File: src/rtl/tport_pkg.sv
`timescale 1ns/1ps
package tport_pkg;
  localparam int DW        = 8;
  localparam int PHASE_BIT = 7;
  localparam int LD_HALF   = 5;
  localparam int LD_W      = 2 * LD_HALF;
  localparam int IDIV_W    = 7;
  localparam int FR_W      = 6;
  localparam int FR_LSB    = 1;
  localparam int BIAS_W    = 3;
  localparam int NPLAIN    = 9;

  localparam logic [DW-1:0] C_LOOPDIV = 8'h18;
  localparam logic [DW-1:0] C_BIAS    = 8'h22;
  localparam logic [DW-1:0] C_INDIV   = 8'h17;
  localparam logic [DW-1:0] C_FRANGE  = 8'h44;

  localparam logic [NPLAIN*DW-1:0] PLAIN_CODES =
    {8'h72, 8'h71, 8'h70, 8'h21, 8'h20, 8'h19, 8'h12, 8'h11, 8'h10};

  function automatic logic [DW-1:0] plain_code(input int i);
    return PLAIN_CODES[i*DW +: DW];
  endfunction

  function automatic logic is_plain(input logic [DW-1:0] c);
    logic hit;
    hit = 1'b0;
    for (int i = 0; i < NPLAIN; i++) if (c == plain_code(i)) hit = 1'b1;
    return hit;
  endfunction

  function automatic logic is_impl(input logic [DW-1:0] c);
    return is_plain(c) || c == C_LOOPDIV || c == C_BIAS ||
           c == C_INDIV || c == C_FRANGE;
  endfunction
endpackage

File: src/rtl/tport_edge_det.sv
`timescale 1ns/1ps
module tport_edge_det #(
  parameter int STAGES = 2
) (
  input  logic clk_i,
  input  logic rst_ni,
  input  logic d_i,
  output logic rise_o,
  output logic fall_o
);
  // q[STAGES-1] is the synchronized level, q[STAGES] its previous value
  logic [STAGES:0] q;

  always_ff @(posedge clk_i or negedge rst_ni)
    if (!rst_ni) q <= '0;
    else         q <= {q[STAGES-1:0], d_i};

  assign rise_o =  q[STAGES-1] & ~q[STAGES];
  assign fall_o = ~q[STAGES-1] &  q[STAGES];
endmodule

File: src/rtl/tport_code_latch.sv
`timescale 1ns/1ps
module tport_code_latch import tport_pkg::*; (
  input  logic          clk_i,
  input  logic          rst_ni,
  input  logic          clr_i,
  input  logic          cap_i,
  input  logic [DW-1:0] d_i,
  output logic [DW-1:0] code_o
);
  always_ff @(posedge clk_i or negedge rst_ni)
    if (!rst_ni)    code_o <= '0;
    else if (clr_i) code_o <= '0;
    else if (cap_i) code_o <= d_i;
endmodule

File: src/rtl/tport_regfile.sv
`timescale 1ns/1ps
module tport_regfile import tport_pkg::*; (
  input  logic              clk_i,
  input  logic              rst_ni,
  input  logic              clr_i,
  input  logic              we_i,
  input  logic [DW-1:0]     code_i,
  input  logic [DW-1:0]     data_i,
  output logic [DW-1:0]     rd_o,
  output logic [LD_W-1:0]   loop_div_o,
  output logic [IDIV_W-1:0] in_div_o,
  output logic [FR_W-1:0]   freq_range_o,
  output logic [BIAS_W-1:0] bias_res_o,
  output logic [BIAS_W-1:0] bandgap_o
);
  logic [NPLAIN*DW-1:0] plain_flat;

  for (genvar g = 0; g < NPLAIN; g++) begin : g_plain
    logic [DW-1:0] r_q;
    always_ff @(posedge clk_i or negedge rst_ni)
      if (!rst_ni)    r_q <= '0;
      else if (clr_i) r_q <= '0;
      else if (we_i && code_i == plain_code(g)) r_q <= data_i;
    assign plain_flat[g*DW +: DW] = r_q;
  end

  logic [LD_HALF-1:0] ld_lo_q, ld_hi_q;
  logic               ld_ph_q;
  logic [BIAS_W-1:0]  bres_q, bgap_q;
  logic               b_ph_q;
  logic [IDIV_W-1:0]  idiv_q;
  logic [FR_W-1:0]    fr_q;

  always_ff @(posedge clk_i or negedge rst_ni)
    if (!rst_ni) begin
      ld_lo_q <= '0; ld_hi_q <= '0; ld_ph_q <= 1'b0;
    end else if (clr_i) begin
      ld_lo_q <= '0; ld_hi_q <= '0; ld_ph_q <= 1'b0;
    end else if (we_i && code_i == C_LOOPDIV) begin
      ld_ph_q <= data_i[PHASE_BIT];
      if (data_i[PHASE_BIT]) ld_hi_q <= data_i[LD_HALF-1:0];
      else                   ld_lo_q <= data_i[LD_HALF-1:0];
    end

  always_ff @(posedge clk_i or negedge rst_ni)
    if (!rst_ni) begin
      bres_q <= '0; bgap_q <= '0; b_ph_q <= 1'b0;
    end else if (clr_i) begin
      bres_q <= '0; bgap_q <= '0; b_ph_q <= 1'b0;
    end else if (we_i && code_i == C_BIAS) begin
      b_ph_q <= data_i[PHASE_BIT];
      if (data_i[PHASE_BIT]) bgap_q <= data_i[BIAS_W-1:0];
      else                   bres_q <= data_i[BIAS_W-1:0];
    end

  always_ff @(posedge clk_i or negedge rst_ni)
    if (!rst_ni)    idiv_q <= '0;
    else if (clr_i) idiv_q <= '0;
    else if (we_i && code_i == C_INDIV) idiv_q <= data_i[IDIV_W-1:0];

  always_ff @(posedge clk_i or negedge rst_ni)
    if (!rst_ni)    fr_q <= '0;
    else if (clr_i) fr_q <= '0;
    else if (we_i && code_i == C_FRANGE) fr_q <= data_i[FR_LSB +: FR_W];

  always_comb begin
    rd_o = '0;
    for (int i = 0; i < NPLAIN; i++)
      if (code_i == plain_code(i)) rd_o = plain_flat[i*DW +: DW];
    unique case (code_i)
      C_LOOPDIV: rd_o = {ld_ph_q, {(DW-1-LD_HALF){1'b0}}, ld_ph_q ? ld_hi_q : ld_lo_q};
      C_BIAS:    rd_o = {b_ph_q, {(DW-1-BIAS_W){1'b0}}, b_ph_q ? bgap_q : bres_q};
      C_INDIV:   rd_o = {{(DW-IDIV_W){1'b0}}, idiv_q};
      C_FRANGE:  rd_o = {{(DW-FR_W-FR_LSB){1'b0}}, fr_q, {FR_LSB{1'b0}}};
      default:   ;
    endcase
  end

  assign loop_div_o   = {ld_hi_q, ld_lo_q};
  assign in_div_o     = idiv_q;
  assign freq_range_o = fr_q;
  assign bias_res_o   = bres_q;
  assign bandgap_o    = bgap_q;
endmodule

File: src/rtl/tport_prog.sv
`timescale 1ns/1ps
module tport_prog import tport_pkg::*; #(
  parameter int SYNC_STAGES = 2
) (
  input  logic              clk_i,
  input  logic              rst_ni,
  input  logic              tclk_i,
  input  logic              ten_i,
  input  logic              tclr_i,
  input  logic [DW-1:0]     tdin_i,
  output logic [DW-1:0]     dout_o,
  output logic [DW-1:0]     code_o,
  output logic [LD_W-1:0]   loop_div_o,
  output logic [IDIV_W-1:0] in_div_o,
  output logic [FR_W-1:0]   freq_range_o,
  output logic [BIAS_W-1:0] bias_res_o,
  output logic [BIAS_W-1:0] bandgap_o
);
  logic rise_w, fall_w;

  tport_edge_det #(.STAGES(SYNC_STAGES)) u_edge (
    .clk_i (clk_i), .rst_ni(rst_ni), .d_i(tclk_i),
    .rise_o(rise_w), .fall_o(fall_w)
  );

  // ten_i and tdin_i are held steady by the controller across the sync delay
  tport_code_latch u_code (
    .clk_i (clk_i), .rst_ni(rst_ni), .clr_i(tclr_i),
    .cap_i (fall_w & ten_i), .d_i(tdin_i), .code_o(code_o)
  );

  tport_regfile u_regs (
    .clk_i       (clk_i),
    .rst_ni      (rst_ni),
    .clr_i       (tclr_i),
    .we_i        (rise_w & ~ten_i),
    .code_i      (code_o),
    .data_i      (tdin_i),
    .rd_o        (dout_o),
    .loop_div_o  (loop_div_o),
    .in_div_o    (in_div_o),
    .freq_range_o(freq_range_o),
    .bias_res_o  (bias_res_o),
    .bandgap_o   (bandgap_o)
  );
endmodule

File: config.mk
export PLATFORM = sky130hd
export DESIGN_NAME = tport_prog
export DESIGN_NICKNAME = d
export VERILOG_FILES = /design/src/rtl/tport_pkg.sv /design/src/rtl/tport_edge_det.sv /design/src/rtl/tport_code_latch.sv /design/src/rtl/tport_regfile.sv /design/src/rtl/tport_prog.sv
export SDC_FILE = /design/constraint.sdc
export NUM_CORES = 1
export LEC_CHECK = 0
export BUFFER_PORTS_ARGS = -buffer_cell sky130_fd_sc_hd__buf_2
export CAP_MARGIN = 15
export CORE_ASPECT_RATIO = 0.6
export CORE_MARGIN = 5
export CORE_UTILIZATION = 39
export CTS_CLUSTER_SIZE = 20
export DETAILED_ROUTE_END_ITERATION = 6
export REMOVE_ABC_BUFFERS = 1
export SYNTH_ARGS = -nofsm -noshare
export SYNTH_HDL_FRONTEND = slang
export SYNTH_SLANG_ARGS = --single-unit
File: constraint.sdc
create_clock -name clk_i -period 5.8 [get_ports clk_i]
set_clock_uncertainty 0.2 [all_clocks]
set_input_delay 1.16 -clock clk_i [delete_from_list [all_inputs] [get_ports clk_i]]
set_output_delay 1.16 -clock clk_i [all_outputs]
set_load 0.01 [all_outputs]
* Word level (Yosys, flattened, before mapping)
Cells that the tools add are included.
W data, S select, Z words.
** Cells by class
- Equal/unequal tests :: 14
- Muxes and demuxes :: 52
- Bitwise operators :: 7
- Reduce and logical (&&, ||, !) cells :: 32
** Operators with widths (count)
- $mux W8 :: 29
- $eq A8 B5 Y1 const B :: 6
- $mux W5 :: 7
- $eq A8 B7 Y1 const B :: 4
- $pmux W8 S4 :: 1
- $reduce_bool A2 Y1 :: 15
- $eq A8 B6 Y1 const B :: 3
- $mux W3 :: 7
- $mux W7 :: 2
- $logic_and A1 B1 Y1 :: 13
- $mux W6 :: 2
- $reduce_and A2 Y1 :: 4
- $and A1 B1 Y1 :: 4
- $mux W1 :: 4
- $not A1 Y1 :: 3
- $ne A2 B2 Y1 const B :: 1
** Word-level totals
- Register bits after elaboration :: 114
- Input port bits :: 13
- Output and inout port bits :: 45
- Word-level logic and storage cells :: 124

* Depth between registers and ports, before layout
- Depth after elaboration :: 11
- Depth in mapped cells :: 8
- Mapped depth without buffers :: 5

* By module
From an unflattened synthesis, not the netlist that was laid out.
** Unflattened totals
- Cell total of the unflattened synthesis :: 607
- Area total of the unflattened synthesis :: 5854.4 um^2
** Modules (own cells, without submodules)
- tport_regfile :: instances 1, cells each 574, area an instance 5422.7 um^2, seq. area each 2577.5 um^2
- tport_code_latch :: instances 1, cells each 26, area an instance 325.3 um^2, seq. area each 200.2 um^2
- tport_edge_det :: instances 1, cells each 5, area an instance 90.1 um^2, seq. area each 75.1 um^2
- tport_prog :: instances 1, cells each 2, area an instance 16.3 um^2, seq. area each 0.0 um^2

* Worst setup path after synthesis
Ideal clock, no wire load.
- Path kind :: reg-to-output
- Start :: register u_code.code_o[2]
- End :: output dout_o[5]
- Arrival :: 1.926 ns
- Data required time :: 4.440 ns
- Path slack :: 2.514 ns
- Cell stages (with the launch flop) :: 7
- Path buffers :: 2
- Cells stage by stage :: dfrtp_1 > buf_2 > nor2b_1 > and4_1 > buf_4 > or4_4 > o31ai_1
** Between the ends
- Word-level cells in the longest chain between the ends :: 11
- Elaborated cells between the ends (all ways) :: 23
- Those cells by class :: eq/ne (13); mux (10)
** Ends and longest elaborated chain
- start, declared :: RTL line tport_code_latch.sv:8 : output logic [DW-1:0] code_o
- start signal, assigned :: RTL line tport_code_latch.sv:13 : else if (cap_i) code_o <= d_i;
- $eq A8 B5 Y1 :: RTL line tport_regfile.sv:69 : if (code_i == plain_code(i)) rd_o = plain_flat[i*DW +: DW];
- $mux W8 (9 in a row) :: RTL line tport_regfile.sv:69
- $pmux W8 S4 (*) :: RTL line tport_regfile.sv:70 : unique case (code_i)
- end, declared :: RTL line tport_prog.sv:11 : output logic [DW-1:0] dout_o,
Mark *: on every way between the ends. The rest lies on a longest branch, timed or not.

* Worst setup path after layout
- Start :: register u_code.code_o[1]
- End :: output dout_o[5]
The elaborated chain is that of the path after synthesis.

==> impl_metrics.yaml <==
worst_setup_path:
  reg2reg_setup_slack_ns: 2.51
  critPathMaxStageDelay_ns: 0.92
  worst_ep_required_time_ns: 4.44
  critical-path-slowest-cell: "nor4b_2"
  endpoint_kind: "primary output"
  worst_ep_arrival_time_ns: 3.47
  cp_max_fo: 27
  start_kind: "flip-flop"
  crit_type: "flip-flop to primary output"
  r2r_cells: 4
  crit_chain: "nor4b_2 -> nand2_1 -> a21oi_1 -> a2111oi_0 -> o31ai_1 -> buf_2"
global_route:
  grt_max_degree: 75
  grt_pass1_wl_um: 31700
  overflow: 0
  antenna_found_initial: 1
  grt_pass1_vias: 5037
  track_usage: 0.235
timing:
  finalSetupTns_ns: 0
  tightest_slew_ns: 0.980
  max-slew-margin-rel: 0.345
  slew_viol_final: 0
  layout_min_cycle_time_ns: 4.83
  setup_viol: 0
  hold_slack_ns: 0.157
  min_period_over_period: 0.832
  hold_viol: 0
  rsz0062_at_grt: "false"
  setup_slack_ns: 0.972
  max_freq_mhz: 207
cells_and_area:
  area_growth_pct: 15.6
  fin_nets: 655
  mostFrequentLayoutCells: "dfrtp_1, nand2_1, nor2_1, a21oi_1"
  fin_area_mm2: 0.00680
  seqCellArea_mm2: 0.00285
  final_util: 0.465
  final_common_cell: "dfrtp_1"
  diodes: 0
  fill_cells: 1419
  multi_input_area_mm2: 0.00280
  drive_gt1_frac: 0.186
detailed_routing:
  antenna_left: 0
  wl_met2_um: 8200
  wl_per_cell_um: 24.0
  avgViaCountPerCell: 5.88
  drc_errors: 0
  wl_met3_um: 1810
  routed_wl_um: 20500
  met1_length_um: 10200
  drt-initial-drc-count: 573
  vias: 5018
  firstDrtPassIters: 5
  dr.max_layer_used: "met5"
synth:
  synth_edf_count: 0
  ys_warn_count: 0
  synth-seq-area-share: 0.485
  async_reset_ff_frac: 1.00
  syn_avg_cell_area_um2: 9.69
  yosys.cell_types.count: 62
  synth_cells: 607
  netlist_area_mm2: 0.00588
  yosys_register_bits: 114
  synthFlopType: "dfrtp_1"
floorplanning:
  die_w_um: 169
  start_util: 0.402
  io_pins: 58
  num_rows: 34
  die_height_um: 105
  core-area_mm2: 0.0146
  die-area_mm2: 0.0177
clocking:
  root_buffer: "clkbuf_16"
  ctsHtreeMaxLevel: 4
  cts_buffer_depth: 2
  cts_hold_buf: 0
  cts_resized: 0
  postCtsSetupBuffers: 0
  clk_latency_ns: 0.42
  cts_made_buffers: 17
  cts_sinks: 114
  path_clk_slew_ns: 0.06
  cts_tree: "done"
power_and_ir_drop:
  power_leakage_nw: 3.14
  vdd_drop_max_uv: 161
  p_per_area_mw_per_mm2: 281
placement:
  gp_congestion: 0.916
  placed_area_mm2: 0.00625
  io_buffers: 57
  hpwl_um: 14300
  post-place-ws_ns: 1.43
outcome:
  outcome: "completed"
hold_path:
  min_path_cells: 0
  worstHoldPathType: "flip-flop to flip-flop"
job:
  cap_violations: 0
[Yosys cell counts (4+ instances only)]
| cell type | number | area [um2] |
|---|---|---|
| a2111oi_0 | 6 | 52.6 |
| a211oi_1 | 4 | 30.0 |
| a21oi_1 | 60 | 300 |
| a222oi_1 | 4 | 40.0 |
| a22oi_1 | 9 | 67.6 |
| buf_2 | 13 | 65.1 |
| buf_4 | 4 | 30.0 |
| clkbuf_1 | 27 | 101 |
| dfrtp_1 | 114 | 2850 |
| mux2_1 | 10 | 113 |
| mux2_2 | 9 | 101 |
| mux2i_1 | 55 | 551 |
| nand2_1 | 89 | 334 |
| nand3_1 | 27 | 135 |
| nand3b_1 | 6 | 45.0 |
| nor2_1 | 73 | 274 |
| nor2b_1 | 10 | 62.6 |
| o211ai_1 | 7 | 52.6 |
| o21ai_0 | 9 | 45.0 |
| o22ai_1 | 4 | 25.0 |
[logic make-up after synthesis]
logic type / share of synthesized area
flip-flops: 0.485
AND/OR/NAND/NOR: 0.203
buffers and inverters: 0.0417
multiplexers: 0.130
AO/OA/AOI/OAI: 0.140
[registers in the layout, summed over array words and instances (netlist names)]
signal               cells
u_edge.q                 3
u_regs.bias_res_o        3
u_regs.ld_ph_q           1
u_regs.ld_lo_q           5
u_regs.bandgap_o         3
u_code.code_o            8
u_regs.freq_range_o      6
u_regs.b_ph_q            1
u_regs.in_div_o          7
u_regs.g_plain.r_q      72
u_regs.ld_hi_q           5
[metrics by stage]
stage / power, mW / std cells
3_3_place_gp: 0.948 / 820
6_report: 1.91 / 853
4_1_cts: 1.92 / 852
2_1_floorplan: 0.871 / 558
5_1_grt: 1.97 / 853
3_5_place_dp: 0.950 / 820
[report_power, final]
group / total [mW] / internal, mW / leakage [nW] / switching (mW)
logic: 0.116 / 0.0311 / 1.31 / 0.0845
clock network: 0.973 / 0.596 / 0.260 / 0.377
registers: 0.820 / 0.805 / 1.57 / 0.0150
total: 1.91 / 1.43 / 3.14 / 0.477
[worst max-delay path, delay by kind of cell, from the launching register on]
family	cells	cell delay [ns]
buffers and inverters	1	0.20
and+or+nand+nor	2	1.31
DFF	1	0.91
AOI/OAI and AO/OA	3	0.62
[path summary, 6_finish.rpt]
path,startpoint,end
worst max-delay path,u_code.code_o[1],dout_o[5]
worst min-delay path,u_edge.q[0],u_edge.q[1]
worst max register to register,u_code.code_o[1],u_regs.g_plain[2].r_q[5]
worst min register to register,u_edge.q[0],u_edge.q[1]
max in group asynchronous,rst_ni,u_regs.g_plain[0].r_q[7]
min in group asynchronous,rst_ni,u_regs.ld_hi_q[4]
[layout make-up]
cell class,instances,share of cell area
timing repair buffer,65,0.0515
multi-input combinational,442,0.412
clock buffer,22,0.0668
sequential,114,0.420
inverter,2,0.00110
tap,198,0.0364
clock inverter,10,0.0127
[per-layer routing]
layer | GRT usage | vias to the layer above
met4 | 0.0457 | 2
met2 | 0.313 | 215
li1 | - | 2226
met5 | 0 | -
met3 | 0.0672 | 23
met1 | 0.375 | 2552
Power figures use the tool's default switching activity.
